File: src/rtl/boot_pkg.sv
package boot_pkg;

   typedef enum logic [2:0] {
      ST_SIG  = 3'd0,
      ST_CNTL = 3'd1,
      ST_CNTH = 3'd2,
      ST_ADRL = 3'd3,
      ST_ADRH = 3'd4,
      ST_DATA = 3'd5,
      ST_OK   = 3'd6,
      ST_FAIL = 3'd7
   } boot_state_e;

   localparam int HDR_BYTES = 5;

endpackage

File: src/rtl/boot_seq.sv
module boot_seq
   import boot_pkg::*;
#(
   parameter int          EE_AW  = 16,
   parameter int          RAM_AW = 13,
   parameter logic [7:0]  SIG    = 8'hB2
) (
   input  logic              clk,
   input  logic              rst_n,
   output logic              rd_req,
   output logic [EE_AW-1:0]  rd_addr,
   input  logic              rd_done,
   input  logic              rd_nak,
   input  logic [7:0]        rd_data,
   output logic              wr_fire,
   output logic [RAM_AW-1:0] wr_addr,
   output logic [7:0]        wr_data,
   output logic              fin_ok,
   output logic              fin_fail
);

   boot_state_e        state_q;
   logic [EE_AW-1:0]   ee_addr_q;
   logic [7:0]         lo_q;
   logic [15:0]        remain_q;
   logic [RAM_AW-1:0]  base_q;
   logic [RAM_AW-1:0]  offs_q;
   logic               take;

   assign rd_req   = (state_q != ST_OK) && (state_q != ST_FAIL);
   assign rd_addr  = ee_addr_q;
   assign take     = rd_req && rd_done;
   assign wr_fire  = take && !rd_nak && (state_q == ST_DATA);
   assign wr_addr  = base_q + offs_q;
   assign wr_data  = rd_data;
   assign fin_ok   = (state_q == ST_OK);
   assign fin_fail = (state_q == ST_FAIL);

   always_ff @(posedge clk or negedge rst_n) begin
      if (!rst_n) begin
         state_q   <= ST_SIG;
         ee_addr_q <= '0;
         lo_q      <= '0;
         remain_q  <= '0;
         base_q    <= '0;
         offs_q    <= '0;
      end else if (take) begin
         ee_addr_q <= ee_addr_q + 1'b1;
         if (rd_nak) begin
            state_q <= ST_FAIL;
         end else begin
            unique case (state_q)
               ST_SIG:  state_q <= (rd_data == SIG) ? ST_CNTL : ST_FAIL;
               ST_CNTL: begin lo_q <= rd_data; state_q <= ST_CNTH; end
               ST_CNTH: begin remain_q <= {rd_data, lo_q}; state_q <= ST_ADRL; end
               ST_ADRL: begin lo_q <= rd_data; state_q <= ST_ADRH; end
               ST_ADRH: begin
                  base_q  <= RAM_AW'({rd_data, lo_q});
                  offs_q  <= '0;
                  state_q <= (remain_q == 16'd0) ? ST_OK : ST_DATA;
               end
               ST_DATA: begin
                  offs_q   <= offs_q + 1'b1;
                  remain_q <= remain_q - 16'd1;
                  if (remain_q == 16'd1) state_q <= ST_OK;
               end
               default: ;
            endcase
         end
      end
   end

   // an outstanding request is held with a steady address
   assert_req_hold_R5: assert property (@(posedge clk) disable iff (!rst_n)
      (rd_req && !rd_done) |=> (rd_req && $stable(rd_addr)));

   // any refused read drops the sequencer into the failure state
   assert_nak_fail_R8: assert property (@(posedge clk) disable iff (!rst_n)
      (rd_req && rd_done && rd_nak) |=> (state_q == ST_FAIL));

   // a wrong signature byte is rejected
   assert_sig_gate_R3: assert property (@(posedge clk) disable iff (!rst_n)
      (rd_req && rd_done && !rd_nak && state_q == ST_SIG && rd_data != SIG)
      |=> (state_q == ST_FAIL && !rd_req));

   // terminal states are sticky
   assert_final_sticky_R9: assert property (@(posedge clk) disable iff (!rst_n)
      (fin_ok || fin_fail) |=> ($stable(state_q) && !rd_req));

endmodule

File: src/rtl/boot_wr_stage.sv
module boot_wr_stage #(
   parameter int RAM_AW = 13,
   parameter bit REG_WR = 1'b1
) (
   input  logic              clk,
   input  logic              rst_n,
   input  logic              in_we,
   input  logic [RAM_AW-1:0] in_addr,
   input  logic [7:0]        in_data,
   output logic              ram_we,
   output logic [RAM_AW-1:0] ram_addr,
   output logic [7:0]        ram_wdata
);

   generate
      if (REG_WR) begin : g_reg
         always_ff @(posedge clk or negedge rst_n) begin
            if (!rst_n) begin
               ram_we    <= 1'b0;
               ram_addr  <= '0;
               ram_wdata <= '0;
            end else begin
               ram_we <= in_we;
               if (in_we) begin
                  ram_addr  <= in_addr;
                  ram_wdata <= in_data;
               end
            end
         end
      end else begin : g_pass
         assign ram_we    = in_we;
         assign ram_addr  = in_addr;
         assign ram_wdata = in_data;
      end
   endgenerate

endmodule

File: src/rtl/boot_status.sv
module boot_status (
   input  logic clk,
   input  logic rst_n,
   input  logic fin_ok,
   input  logic fin_fail,
   output logic busy,
   output logic enum_mode,
   output logic cpu_reset
);

   always_ff @(posedge clk or negedge rst_n) begin
      if (!rst_n) begin
         busy      <= 1'b1;
         enum_mode <= 1'b0;
         cpu_reset <= 1'b1;
      end else begin
         busy <= busy && !(fin_ok || fin_fail);
         if (fin_ok) begin
            enum_mode <= 1'b1;
            cpu_reset <= 1'b0;
         end
      end
   end

   // a finished load releases the CPU and flips the mode flag
   assert_release_R6: assert property (@(posedge clk) disable iff (!rst_n)
      fin_ok |=> (enum_mode && !cpu_reset && !busy));

   // a failed run keeps the CPU held and the flag clear
   assert_fail_hold_R2: assert property (@(posedge clk) disable iff (!rst_n)
      (fin_fail && !fin_ok) |=> (!enum_mode && cpu_reset && !busy));

endmodule

File: src/rtl/boot_loader.sv
module boot_loader #(
   parameter int          EE_AW  = 16,
   parameter int          RAM_AW = 13,
   parameter logic [7:0]  SIG    = 8'hB2,
   parameter bit          REG_WR = 1'b1
) (
   input  logic              clk,
   input  logic              rst_n,
   output logic              rd_req,
   output logic [EE_AW-1:0]  rd_addr,
   input  logic              rd_done,
   input  logic              rd_nak,
   input  logic [7:0]        rd_data,
   output logic              ram_we,
   output logic [RAM_AW-1:0] ram_addr,
   output logic [7:0]        ram_wdata,
   output logic              busy,
   output logic              enum_mode,
   output logic              cpu_reset
);

   generate
      if (RAM_AW < 1 || RAM_AW > 16) begin : g_bad_ram
         $error("boot_loader: RAM_AW must lie in 1..16");
      end
      if (EE_AW < 3) begin : g_bad_ee
         $error("boot_loader: EE_AW too small for the header");
      end
   endgenerate

   logic              wr_fire;
   logic [RAM_AW-1:0] wr_addr;
   logic [7:0]        wr_data;
   logic              fin_ok;
   logic              fin_fail;

   boot_seq #(.EE_AW(EE_AW), .RAM_AW(RAM_AW), .SIG(SIG)) u_seq (
      .clk(clk), .rst_n(rst_n),
      .rd_req(rd_req), .rd_addr(rd_addr),
      .rd_done(rd_done), .rd_nak(rd_nak), .rd_data(rd_data),
      .wr_fire(wr_fire), .wr_addr(wr_addr), .wr_data(wr_data),
      .fin_ok(fin_ok), .fin_fail(fin_fail)
   );

   boot_wr_stage #(.RAM_AW(RAM_AW), .REG_WR(REG_WR)) u_wr (
      .clk(clk), .rst_n(rst_n),
      .in_we(wr_fire), .in_addr(wr_addr), .in_data(wr_data),
      .ram_we(ram_we), .ram_addr(ram_addr), .ram_wdata(ram_wdata)
   );

   boot_status u_st (
      .clk(clk), .rst_n(rst_n),
      .fin_ok(fin_ok), .fin_fail(fin_fail),
      .busy(busy), .enum_mode(enum_mode), .cpu_reset(cpu_reset)
   );

   // the RAM port is driven only while the loader owns it
   assert_we_busy_R10: assert property (@(posedge clk) disable iff (!rst_n)
      ram_we |-> busy);

   // no write lands after the CPU has been released
   assert_we_held_R6: assert property (@(posedge clk) disable iff (!rst_n)
      ram_we |-> (cpu_reset && !enum_mode));

endmodule

File: config.mk
export PLATFORM = sky130hd
export DESIGN_NAME = boot_loader
export DESIGN_NICKNAME = d
export VERILOG_FILES = /design/src/rtl/boot_pkg.sv /design/src/rtl/boot_seq.sv /design/src/rtl/boot_wr_stage.sv /design/src/rtl/boot_status.sv /design/src/rtl/boot_loader.sv
export SDC_FILE = /design/constraint.sdc
export NUM_CORES = 1
export LEC_CHECK = 0
export ABC_CLOCK_PERIOD_IN_PS = 3450
export BUFFER_PORTS_ARGS = -buffer_cell sky130_fd_sc_hd__buf_2
export CAP_MARGIN = 40
export CORE_AREA = 2 2 103 130
export DETAILED_ROUTE_END_ITERATION = 7
export DIE_AREA = 0 0 105 132
export GPL_TIMING_DRIVEN = 1
export SYNTH_ARGS = -nofsm -noshare
export SYNTH_HDL_FRONTEND = slang
export SYNTH_SLANG_ARGS = --single-unit
File: constraint.sdc
create_clock -name clk -period 3.45 [get_ports clk]
set_input_delay 0.69 -clock clk [delete_from_list [all_inputs] [get_ports clk]]
set_output_delay 0.69 -clock clk [all_outputs]
set_load 0.005 [all_outputs]
Word level (Yosys, flattened, before mapping). Cells that the tools add are included.

Add/sub/neg operators: 4. Equality and inequality tests: 12. Mux-type cells: 7. Bitwise operators: 1. Reductions and logical operators: 19.

Operators by type and width (count): one-hot mux 16 bit (2 select lines) (1); one-hot mux 13 bit (2 select lines) (1); one-hot mux 3 bit (6 select lines) (1); adder 16 x 1 -> 16 bit, second input constant (1); == test 16 x 1 -> 1 bit, second input constant (1); zero test 16 bit (1); subtractor 16 x 1 -> 16 bit, second input constant (1); AND reduction 3 bit (5); adder 13 x 1 -> 13 bit, second input constant (1); adder 13 bit (1); == test 3 bit, second input constant (4); two-way mux 3 bit (3); != test 3 bit, second input constant (3); == test 8 bit, second input constant (1); nonzero test 7 bit (1); == test 3 x 2 -> 1 bit, second input constant (2); logical AND 1 bit (5); nonzero test 2 bit (2); == test 3 x 1 -> 1 bit, second input constant (1); zero test 3 bit (1); zero test 1 bit (2); two-way mux 2 bit (1); OR reduction 2 bit (1); logical OR 1 bit (1); inverter 1 bit (1).

Bits in registers: 94. Input port bits: 12. Output and inout bits: 42. Word-level logic and storage cells: 55.

Longest topological paths before layout. Gate-level depths: netlist (run 1).

Depth in word-level cells: 5. Gate-level depth with buffers: 8. Mapped depth without buffers: 7.

By module. Synthesis (run 1) repeated with hierarchy kept, for this count alone.

Cell total of the unflattened synthesis: 468. Area total of the unflattened synthesis: 5044.8 um^2.

Modules (own cells, without submodules): boot_seq (times used 1, cells an instance 417, area an instance 4062.6 um^2, seq. area each 1726.7 um^2); boot_wr_stage (times used 1, cells an instance 45, area an instance 884.6 um^2, seq. area each 550.5 um^2); boot_status (times used 1, cells an instance 6, area an instance 97.6 um^2, seq. area each 77.6 um^2).

Least setup slack after synthesis (run 1). Ideal clock, no wire load.

Path type: flip-flop to flip-flop. Start point: register u_seq.offs_q[0]. End point: register u_wr.ram_addr[12]. Setup time: 122 ps. Arrival time: 1890 ps. Data required time: 3328 ps. Slack: 1439 ps. Stages on the path, launching flop included: 8. Buffers on the path: 0. Clock period less this slack: 2011 ps. Cells stage by stage: dfrtp_1 -> ha_1 -> fa_1 -> a211oi_1 -> o211ai_1 -> nand2_1 -> o221ai_1 -> a32o_1.

Word-level cells in the longest chain between the ends: 1.

RTL lines: start, declared (RTL line boot_seq.sv:27) `logic [RAM_AW-1:0] offs_q;`; start signal, assigned (RTL line boot_seq.sv:63) `offs_q <= offs_q + 1'b1;`; adder 13 bit (RTL line boot_seq.sv:34) `assign wr_addr = base_q + offs_q;`; end signal, assigned (RTL line boot_wr_stage.sv:25) `ram_addr <= in_addr;`; end, declared (RTL line boot_wr_stage.sv:11) `output logic [RAM_AW-1:0] ram_addr,`.

Every way passes these cells. A chain may end at the register's enable or synchronous reset.

Worst setup path after layout (run 1).
Start point: register u_seq.state_q[2]. End point: register u_seq.offs_q[11].

Word-level cells in the longest chain between the ends: 4. Elaborated cells on any way between the ends: 9.

RTL lines: start, declared (RTL line boot_seq.sv:22) `boot_state_e state_q;`; start signal, assigned (RTL line boot_seq.sv:53) `ST_SIG: state_q <= (rd_data == SIG) ? ST_CNTL : ST_FAIL;`; start signal, assigned (RTL line boot_seq.sv:60) `state_q <= (remain_q == 16'd0) ? ST_OK : ST_DATA;`; != test 3 bit (RTL line boot_seq.sv:30) `assign rd_req = (state_q != ST_OK) && (state_q != ST_FAIL);`; logical AND 1 bit (RTL line boot_seq.sv:30); logical AND 1 bit (RTL line boot_seq.sv:32) `assign take = rd_req && rd_done;`; AND reduction 3 bit (no source line).

Parallel ways exist; a longest one is shown, timed or not.

==> results of run 1 <==
layout by cell type, fill, tap and decap left out, drive strengths merged, types with 6 or more instances in the layout:
| cell | count |
|---|---|
| a31oi | 6 |
| inv | 17 |
| buf | 59 |
| clkbuf | 9 |
| xnor2 | 13 |
| mux2 | 22 |
| xor2 | 12 |
| nor2 | 36 |
| nand2 | 73 |
| nand3 | 22 |
| a21oi | 24 |
| o21ai | 54 |
| nand4 | 11 |
| dfrtp | 92 |
| ha | 19 |
| a211oi | 6 |
| nor3 | 11 |
per-stage QoR:
stage	instances	hold slack [ns]
2_1_floorplan	510	0.394
3_3_place_gp	718	0.453
3_5_place_dp	718	0.458
4_1_cts	734	0.416
5_1_grt	734	0.434
6_report	734	0.388
cells by family (layout without fill, tap and decap cells):
logic type	after synthesis	after routing	synth area share
AND/OR/NAND/NOR	182	182	0.179
adder cells (fa/ha/maj)	20	20	0.0518
AO/OA/AOI/OAI	133	133	0.169
flip-flops	94	94	0.473
XOR/XNOR	25	25	0.0440
multiplexers	22	22	0.0498
buffers and inverters	34	90	0.0332
power by group through the flow:
| stage | Combinational (uW) | Clock, uW | Sequential (uW) |
|---|---|---|---|
| after CTS | 1020 | 967 | 1560 |
| after detailed placement | 1020 | 0 | 1580 |
| after global placement | 993 | 0 | 1580 |
| after floorplan | 807 | 0 | 1520 |
| after global routing | 1150 | 1020 | 1610 |
| final | 1010 | 942 | 1570 |
worst max-delay path: stages (launching register included):
cell and delay [ns]:
dfrtp_1 0.54, ha_1 0.33, nor3b_2 0.46, nand2_1 0.39, nor2_1 0.41, nand4_1 0.18, o31ai_1 0.21
cell type report:
| class | count | area (um2) |
|---|---|---|
| fill | 1274 | 6880 |
| multi-input combinational | 382 | 2460 |
| sequential | 94 | 2350 |
| timing repair buffer | 59 | 313 |
| clock buffer | 9 | 225 |
| tap | 168 | 210 |
| inverter | 15 | 56.3 |
| clock inverter | 7 | 48.8 |
state kept, by name, summed over array words and instances, names as in the netlist:
| name | count |
|---|---|
| u_seq.offs_q | 13 |
| u_seq.remain_q | 16 |
| u_wr.ram_wdata | 8 |
| u_seq.rd_addr | 16 |
| u_seq.base_q | 13 |
| u_st.enum_mode | 1 |
| u_st.busy | 1 |
| u_seq.state_q | 3 |
| u_st.cpu_reset | 1 |
| u_wr.ram_addr | 13 |
| u_wr.ram_we | 1 |
| u_seq.lo_q | 8 |
final timing paths:
| kind | from | depth (start not counted) | slack, ns | endpoint |
|---|---|---|---|---|
| max | u_seq.state_q[2] | 6 | 0.85 | u_seq.offs_q[11] |
| min | rst_n | 1 | 0.39 | u_wr.ram_wdata[6] |
| max reg2reg | u_seq.state_q[2] | 6 | 0.85 | u_seq.offs_q[11] |
| min reg2reg | u_seq.rd_addr[15] | 1 | 0.46 | u_seq.rd_addr[15] |
| max in group asynchronous | rst_n | 2 | 2.23 | u_st.cpu_reset |
| min in group clk | u_seq.rd_addr[15] | 1 | 0.46 | u_seq.rd_addr[15] |
per-layer routing:
metal / wire [um] / up-vias / GRT usage
met4: 215 / 0 / 0.0667
met1: 5050 / 1999 / 0.215
met2: 6000 / 77 / 0.302
li1: - / 1951 / -
met3: 351 / 16 / 0.0415
met5: 0 / - / 0
==> impl_results.md, run 1 <==
* Post-Syn Nets at 542
* Combinational Power Share at 0.287
* Total negative slack at 0 ns
* Largest net degree at the start of global routing at 55
* Period minus WS final at 2.60 ns
* Fmax at 0.385 GHz
* Run status: finished clean
* Layout area overhead at 13.8%
* Power Dens Cells at 621 nW/um2
* CP required at 3.70 ns
* First-pass GRT wire length at 19800 um
* Pre-CTS WS at 0.836 ns
* Clock Power Share at 0.268
* Ys flop type: dfrtp_1
* Ports at 54
* # resized after CTS at 0
* Number of detailed-route iterations in the first pass at 4
* Post-synth EDFFs at 0
* Yosys warning total at 0
* Die area at 13900 um2
* Area leader, netlist: dfrtp_1
* Total power at 3520 uW
* Async SR Flop Fraction at 1.00
* Actual slew at the worst max-slew pin at 0.775 ns
* DRC viols at 0
* Initial Utilization at 0.397
* Seq pwr share at 0.445
* Fin worst setup slack at 0.854 ns
* Share of layout cells above drive strength 1 at 0.193
* Seq cells post-synth at 94
* N_diodes at 0
* Hold buffer count at CTS at 0
* Clk Tree Root Cell: clkbuf_16
* Slew HR at 0.479
* Clk buf depth at 2
* CTS H-tree lvls at 3
* Total setup buffers inserted after CTS at 0
* Antenna violations before repair at 0
* Routed Antenna Nets at 0
* CP arrival at 2.85 ns
* CTS sink count at 94
* Vias in the first global route at 4010
* P_int at 2250 uW
* WL/cell at 15.8 um
* Net switching power at 1270 uW
* Count leader, synth: dfrtp_1
* Worst-skew pair later-pin latency at 0.34 ns
* Worst vdd ir at 0.329 mV
* Synth top cells by count: 92 x dfrtp_1, 73 x nand2_1, 53 x o21ai_0
* Design area at 5670 um2
* Final Hold Vio Count at 0
* Post-synthesis cell count at 510
* Unrepaired setup endpoints after global routing: false
* Syn avg cell area at 9.76 um2
* Vias per std cell at 5.51
* Count of different cell masters after synthesis at 65
* Crit share post-route at 0.752
* Drt total wl at 11600 um
* Sw Ratio at 0.362
* Mapped Area at 4980 um2
* Max-cap violations at 0
* Port-buffer cells at 53
* Synth top area share at 0.463
* Clock slew at reported path FFs at 0.07 ns
* Nets at 593
* Vias post-DR at 4043
* CORE AREA at 12500 um2
* Layout Utilization at 0.452
* Hold Path Class: input pin to asynchronous set/reset pin
* GRT overflow at 0
* Largest cells by area after synthesis: dfrtp_1 46%, nand2_1 5.5%, o21ai_0 5.3%, mux2_2 5.0%, ha_1 4.8%
* Setup CP Type: flip-flop to flip-flop
* Setup violators final at 0
* Number of CTS-inserted buffers at 9
* Placer's final routability congestion estimate at 0.819
* Std-Cell Rows at 46
* Detailed placement HPWL at 8520 um
* Startpoint type of the worst setup path: flip-flop
* Placed inst area at 5390 um2
* Leak at 0.00270 uW
* Critical path peak fanout at 15
* Die H at 132 um
* Starting DRT DRC Count at 305
* CTS tree: yes
* Seq/Total Area, Yosys at 0.473
* Layout Skew at 0.00921 ns
* Slew Limit Fails at 0
* Crit. End Element: flip-flop
* Die width at 105 um
* GRT Util Overall at 0.176
No activity file was read; power rests on OpenSTA's default activity.
==> run 2: changes to the inputs <==
Settings changed: ABC_CLOCK_PERIOD_IN_PS 3450 to 2300.
Clock period 3.45 ns to 2.3 ns, I/O delays scaled along.
==> impl_results.md, run 2 (synthesis results as in run 1) <==
* CORE AREA at 12500 um2
* Total negative slack at 0 ns
* Die H at 132 um
* Most common cell after layout, fill and taps aside: dfrtp_1
* Design area at 5820 um2
* Unrepaired setup endpoints after global routing: false
* Layout area overhead at 17.0%
* Die area at 13900 um2
* N_diodes at 0
* Filler cell count at 1250
* Starting DRT DRC Count at 251
* Crit share post-route at 0.951
* Ports at 54
* Detailed placement HPWL at 8380 um
* Clk Tree Root Cell: clkbuf_16
* Clk buf depth at 2
* Critical path peak fanout at 5
* Placed inst area at 5490 um2
* Vias per std cell at 5.42
* Largest net degree at the start of global routing at 56
* CP arrival at 2.42 ns
* Crit. End Element: flip-flop
* Vias post-DR at 4046
* Die width at 105 um
* Drt total wl at 11600 um
* CTS sink count at 94
* DRC viols at 0
* Final Hold Vio Count at 0
* Period minus WS final at 2.19 ns
* Initial Utilization at 0.397
* Worst vdd ir at 0.405 mV
* First-pass GRT wire length at 20000 um
* Layout Skew at 0.00736 ns
* Worst-skew pair later-pin latency at 0.34 ns
* CTS H-tree lvls at 3
* Setup violators final at 0
* Placer's final routability congestion estimate at 0.875
* Clock slew at reported path FFs at 0.07 ns
* Hold Path Class: input pin to flip-flop
* Number of CTS-inserted buffers at 9
* Max-cap violations at 0
* Worst hold slack at 0.396 ns
* WL/cell at 15.5 um
* Leak at 0.00279 uW
* Routed Antenna Nets at 0
* Startpoint type of the worst setup path: flip-flop
* Run status: finished clean
* Layout Utilization at 0.464
* Share of layout cells above drive strength 1 at 0.211
* Actual slew at the worst max-slew pin at 0.562 ns
* Commonest cells after routing, fill and taps aside: 92 x dfrtp_1, 73 x nand2_1, 53 x o21ai_0
* Nets at 606
* Total power at 5500 uW
* Std-Cell Rows at 46
* Slew HR at 0.622
* GRT overflow at 0
* Slew Limit Fails at 0
* GRT Util Overall at 0.176
* Fmax at 0.457 GHz
* Number of detailed-route iterations in the first pass at 6
* CP required at 2.53 ns
* Vias in the first global route at 4100
* Setup CP Type: flip-flop to flip-flop
* Power Dens Cells at 945 nW/um2
* Port-buffer cells at 53
* Antenna violations before repair at 0
* CTS tree: yes
## run 2: cell count changes in the layout (fill, tap and decap cells not counted), sizes merged
cell / before / now
dlygate4sd3: 0 / 1
clkbuf: 9 / 10
clkinvlp: 1 / 2
clkinv: 4 / 1
bufinv: 0 / 1
buf: 59 / 71
## run 2: worst paths after layout
| path | start | end | slack (ns) | cells past startpoint |
|---|---|---|---|---|
| worst max-delay path | u_seq.offs_q[0] | u_wr.ram_addr[12] | 0.11 | 7 |
| max in group asynchronous | rst_n | u_st.busy | 1.13 | 3 |
| worst min-delay path | rd_data[5] | u_wr.ram_wdata[5] | 0.40 | 3 |
| worst max register to register | u_seq.offs_q[0] | u_wr.ram_addr[12] | 0.11 | 7 |
| worst min register to register | u_seq.rd_addr[15] | u_seq.rd_addr[15] | 0.46 | 1 |
| min in group asynchronous | rst_n | u_wr.ram_wdata[2] | 0.54 | 2 |
## run 2: timing repair
| action | in CTS | in global routing |
|---|---|---|
| buffers inserted | 0 | 0 |
| setup endpoints to repair | 0 | 5 |
| hold buffers | 1 | 0 |
| hold endpoints to repair | 17 | 0 |
| resized for setup | 0 | 2 |
## run 2: layer usage
layer  global-route usage  routed length, um
met5                    0                  0
met4               0.0778                270
met3               0.0277                358
met2                0.307               5950
met1                0.214               4990
## run 2: final cells by class
class | instances | area (um2) | share of cell area
Multi-Input combinational cell | 382 | 2470 | 0.424
Sequential cell | 94 | 2350 | 0.404
Timing Repair Buffer | 72 | 425 | 0.0731
Clock buffer | 10 | 239 | 0.0410
Tap cell | 168 | 210 | 0.0361
Clock inverter | 6 | 67.6 | 0.0116
Inverter | 15 | 56.3 | 0.00967
## run 2: report_power, final
| group | switching [uW] | internal (uW) |
|---|---|---|
| logic | 916 | 737 |
| registers | 333 | 1970 |
| clock network | 665 | 879 |
## run 2: metrics by stage
stage | cells | setup WS, ns
2_1_floorplan | 510 | 0.289
3_3_place_gp | 730 | 0.157
3_5_place_dp | 730 | 0.108
4_1_cts | 747 | 0.0440
5_1_grt | 747 | 0.00692
6_report | 747 | 0.112
## run 2: worst max-delay path, stage by stage (launching register included)
cell and delay, ns:
dfrtp_1 0.43, ha_1 0.26, fa_1 0.44, a211oi_2 0.24, o211ai_1 0.16, nand2_1 0.14
o221ai_1 0.13, a32o_1 0.27
==> run 3: changes to the inputs <==
Settings changed: ABC_CLOCK_PERIOD_IN_PS 2300 to not set.
Clock period 2.3 ns to 2.65 ns, I/O delays scaled along.
==> impl_results.md, run 3 (synthesis results as in run 1) <==
* Layout Skew at 0.00477 ns
* Number of CTS-inserted buffers at 9
* Hold buffer count at CTS at 0
* Clk Tree Root Cell: clkbuf_16
* Die area at 13900 um2
* Die width at 105 um
* Period minus WS final at 2.18 ns
* Vias post-DR at 4039
* Final Non-Filler Cells at 743
* Fmax at 0.459 GHz
* Worst path buffer plus inverter count at 0
* Vias in the first global route at 3966
* Routed Antenna Nets at 0
* First-pass GRT wire length at 19800 um
* Share of layout cells above drive strength 1 at 0.203
* Max-cap violations at 0
* CTS H-tree lvls at 3
* Hold Path Class: input pin to asynchronous set/reset pin
* Critical path peak fanout at 5
* Worst R2R Setup Slack at 0.47 ns
* Vias per std cell at 5.44
* CORE AREA at 12500 um2
* Final Hold Vio Count at 0
* CP required at 2.89 ns
* CP top delay family: compound AO/OA/AOI/OAI gates
* Port-buffer cells at 53
* Layout Utilization at 0.459
* Commonest cells after routing, fill and taps aside: 92 x dfrtp_1, 73 x nand2_1, 53 x o21ai_0
* Largest net degree at the start of global routing at 40
* Initial Utilization at 0.397
* Nets at 602
* Setup CP Type: flip-flop to flip-flop
* Layout area overhead at 15.7%
* Run status: finished clean
* Slowest stage delay, CP at 0.44 ns
* R2R cell count at 7
* Clk buf depth at 2
* GRT Util Overall at 0.176
* N_diodes at 0
* Starting DRT DRC Count at 216
* GRT overflow at 0
* Slew HR at 0.511
* Crit share post-route at 0.823
* # resized after CTS at 0
* Unrepaired setup endpoints after global routing: false
* Worst-skew pair later-pin latency at 0.34 ns
* Clock slew at reported path FFs at 0.07 ns
* Setup violators final at 0
* Number of detailed-route iterations in the first pass at 4
* Antenna violations before repair at 0
* CP arrival at 2.42 ns
* Die H at 132 um
* Total setup buffers inserted after CTS at 0
* Leak at 0.00275 uW
* Power Dens Cells at 808 nW/um2
* CP cell instances: ha_1 > fa_1 > a211oi_1 > o211ai_1 > nand2_1 > o221ai_1 > a32o_1
* Critical R2R Capture: u_wr.ram_addr[12]
* Std-Cell Rows at 46
* Most common cell after layout, fill and taps aside: dfrtp_1
* CTS tree: yes
* Worst hold slack at 0.163 ns
* Dpl cells at 727
* CTS sink count at 94
* Drt total wl at 11600 um
* R2r startpoint: u_seq.offs_q[0]
* Placer's final routability congestion estimate at 0.873
* Worst vdd ir at 0.431 mV
* Startpoint type of the worst setup path: flip-flop
* Total negative slack at 0 ns
* DRC viols at 0
* Crit. End Element: flip-flop
* WL/cell at 15.6 um
* Ports at 54
* Slowest cell on crit path: fa_1
* Detailed placement HPWL at 8640 um
* Actual slew at the worst max-slew pin at 0.727 ns
* Slew Limit Fails at 0
## run 3: cell types whose count changed in the layout (fill, tap and decap cells not counted), sizes merged
cell | before | now
buf | 71 | 68
clkbuf | 10 | 12
bufinv | 1 | 0
clkinv | 1 | 2
clkinvlp | 2 | 1
dlygate4sd3 | 1 | 0
inv | 17 | 16
## run 3: final cells by class
type	instances	area, um2
Tap cell	168	210
Multi-Input combinational cell	382	2460
Inverter	15	56.3
Clock inverter	4	30.0
Sequential cell	94	2350
Clock buffer	12	256
Fill cell	1254	6790
Timing Repair Buffer	68	393
## run 3: power by group
part | internal, uW | leakage, uW | switching, uW
Sequential | 1710 | 0.00125 | 290
Clock | 692 | 0.000139 | 558
Combinational | 611 | 0.00137 | 786
Total | 3020 | 0.00275 | 1630
## run 3: layer usage
metal,vias up,part of all wire,global-route usage
met2,80,0.51,0.301
met3,16,0.030,0.0277
met4,0,0.021,0.0689
met5,-,0,0
li1,1969,-,-
met1,1974,0.44,0.223
## run 3: worst max path at each step
stage,startpoint,end,slack [ns],cells past startpoint
6_report,u_seq.offs_q[0],u_wr.ram_addr[12],0.47,7
5_1_grt,u_seq.state_q[1],u_seq.offs_q[11],0.28,6
4_1_cts,u_seq.offs_q[0],u_wr.ram_addr[12],0.46,7
3_5_place_dp,u_seq.offs_q[0],u_wr.ram_addr[12],0.47,7
3_3_place_gp,u_seq.offs_q[0],u_wr.ram_addr[10],0.51,7
2_1_floorplan,u_seq.offs_q[0],u_wr.ram_addr[12],0.64,7
## run 3: through the flow
stage                     total power (uW)  setup slack, ns  area, um2
after detailed placement              3430            0.470       5470
after floorplan                       3030            0.639       4980
final                                 4650            0.469       5760
after global placement                3390            0.512       5470
after CTS                             4700            0.460       5760
after global routing                  4970            0.279       5760
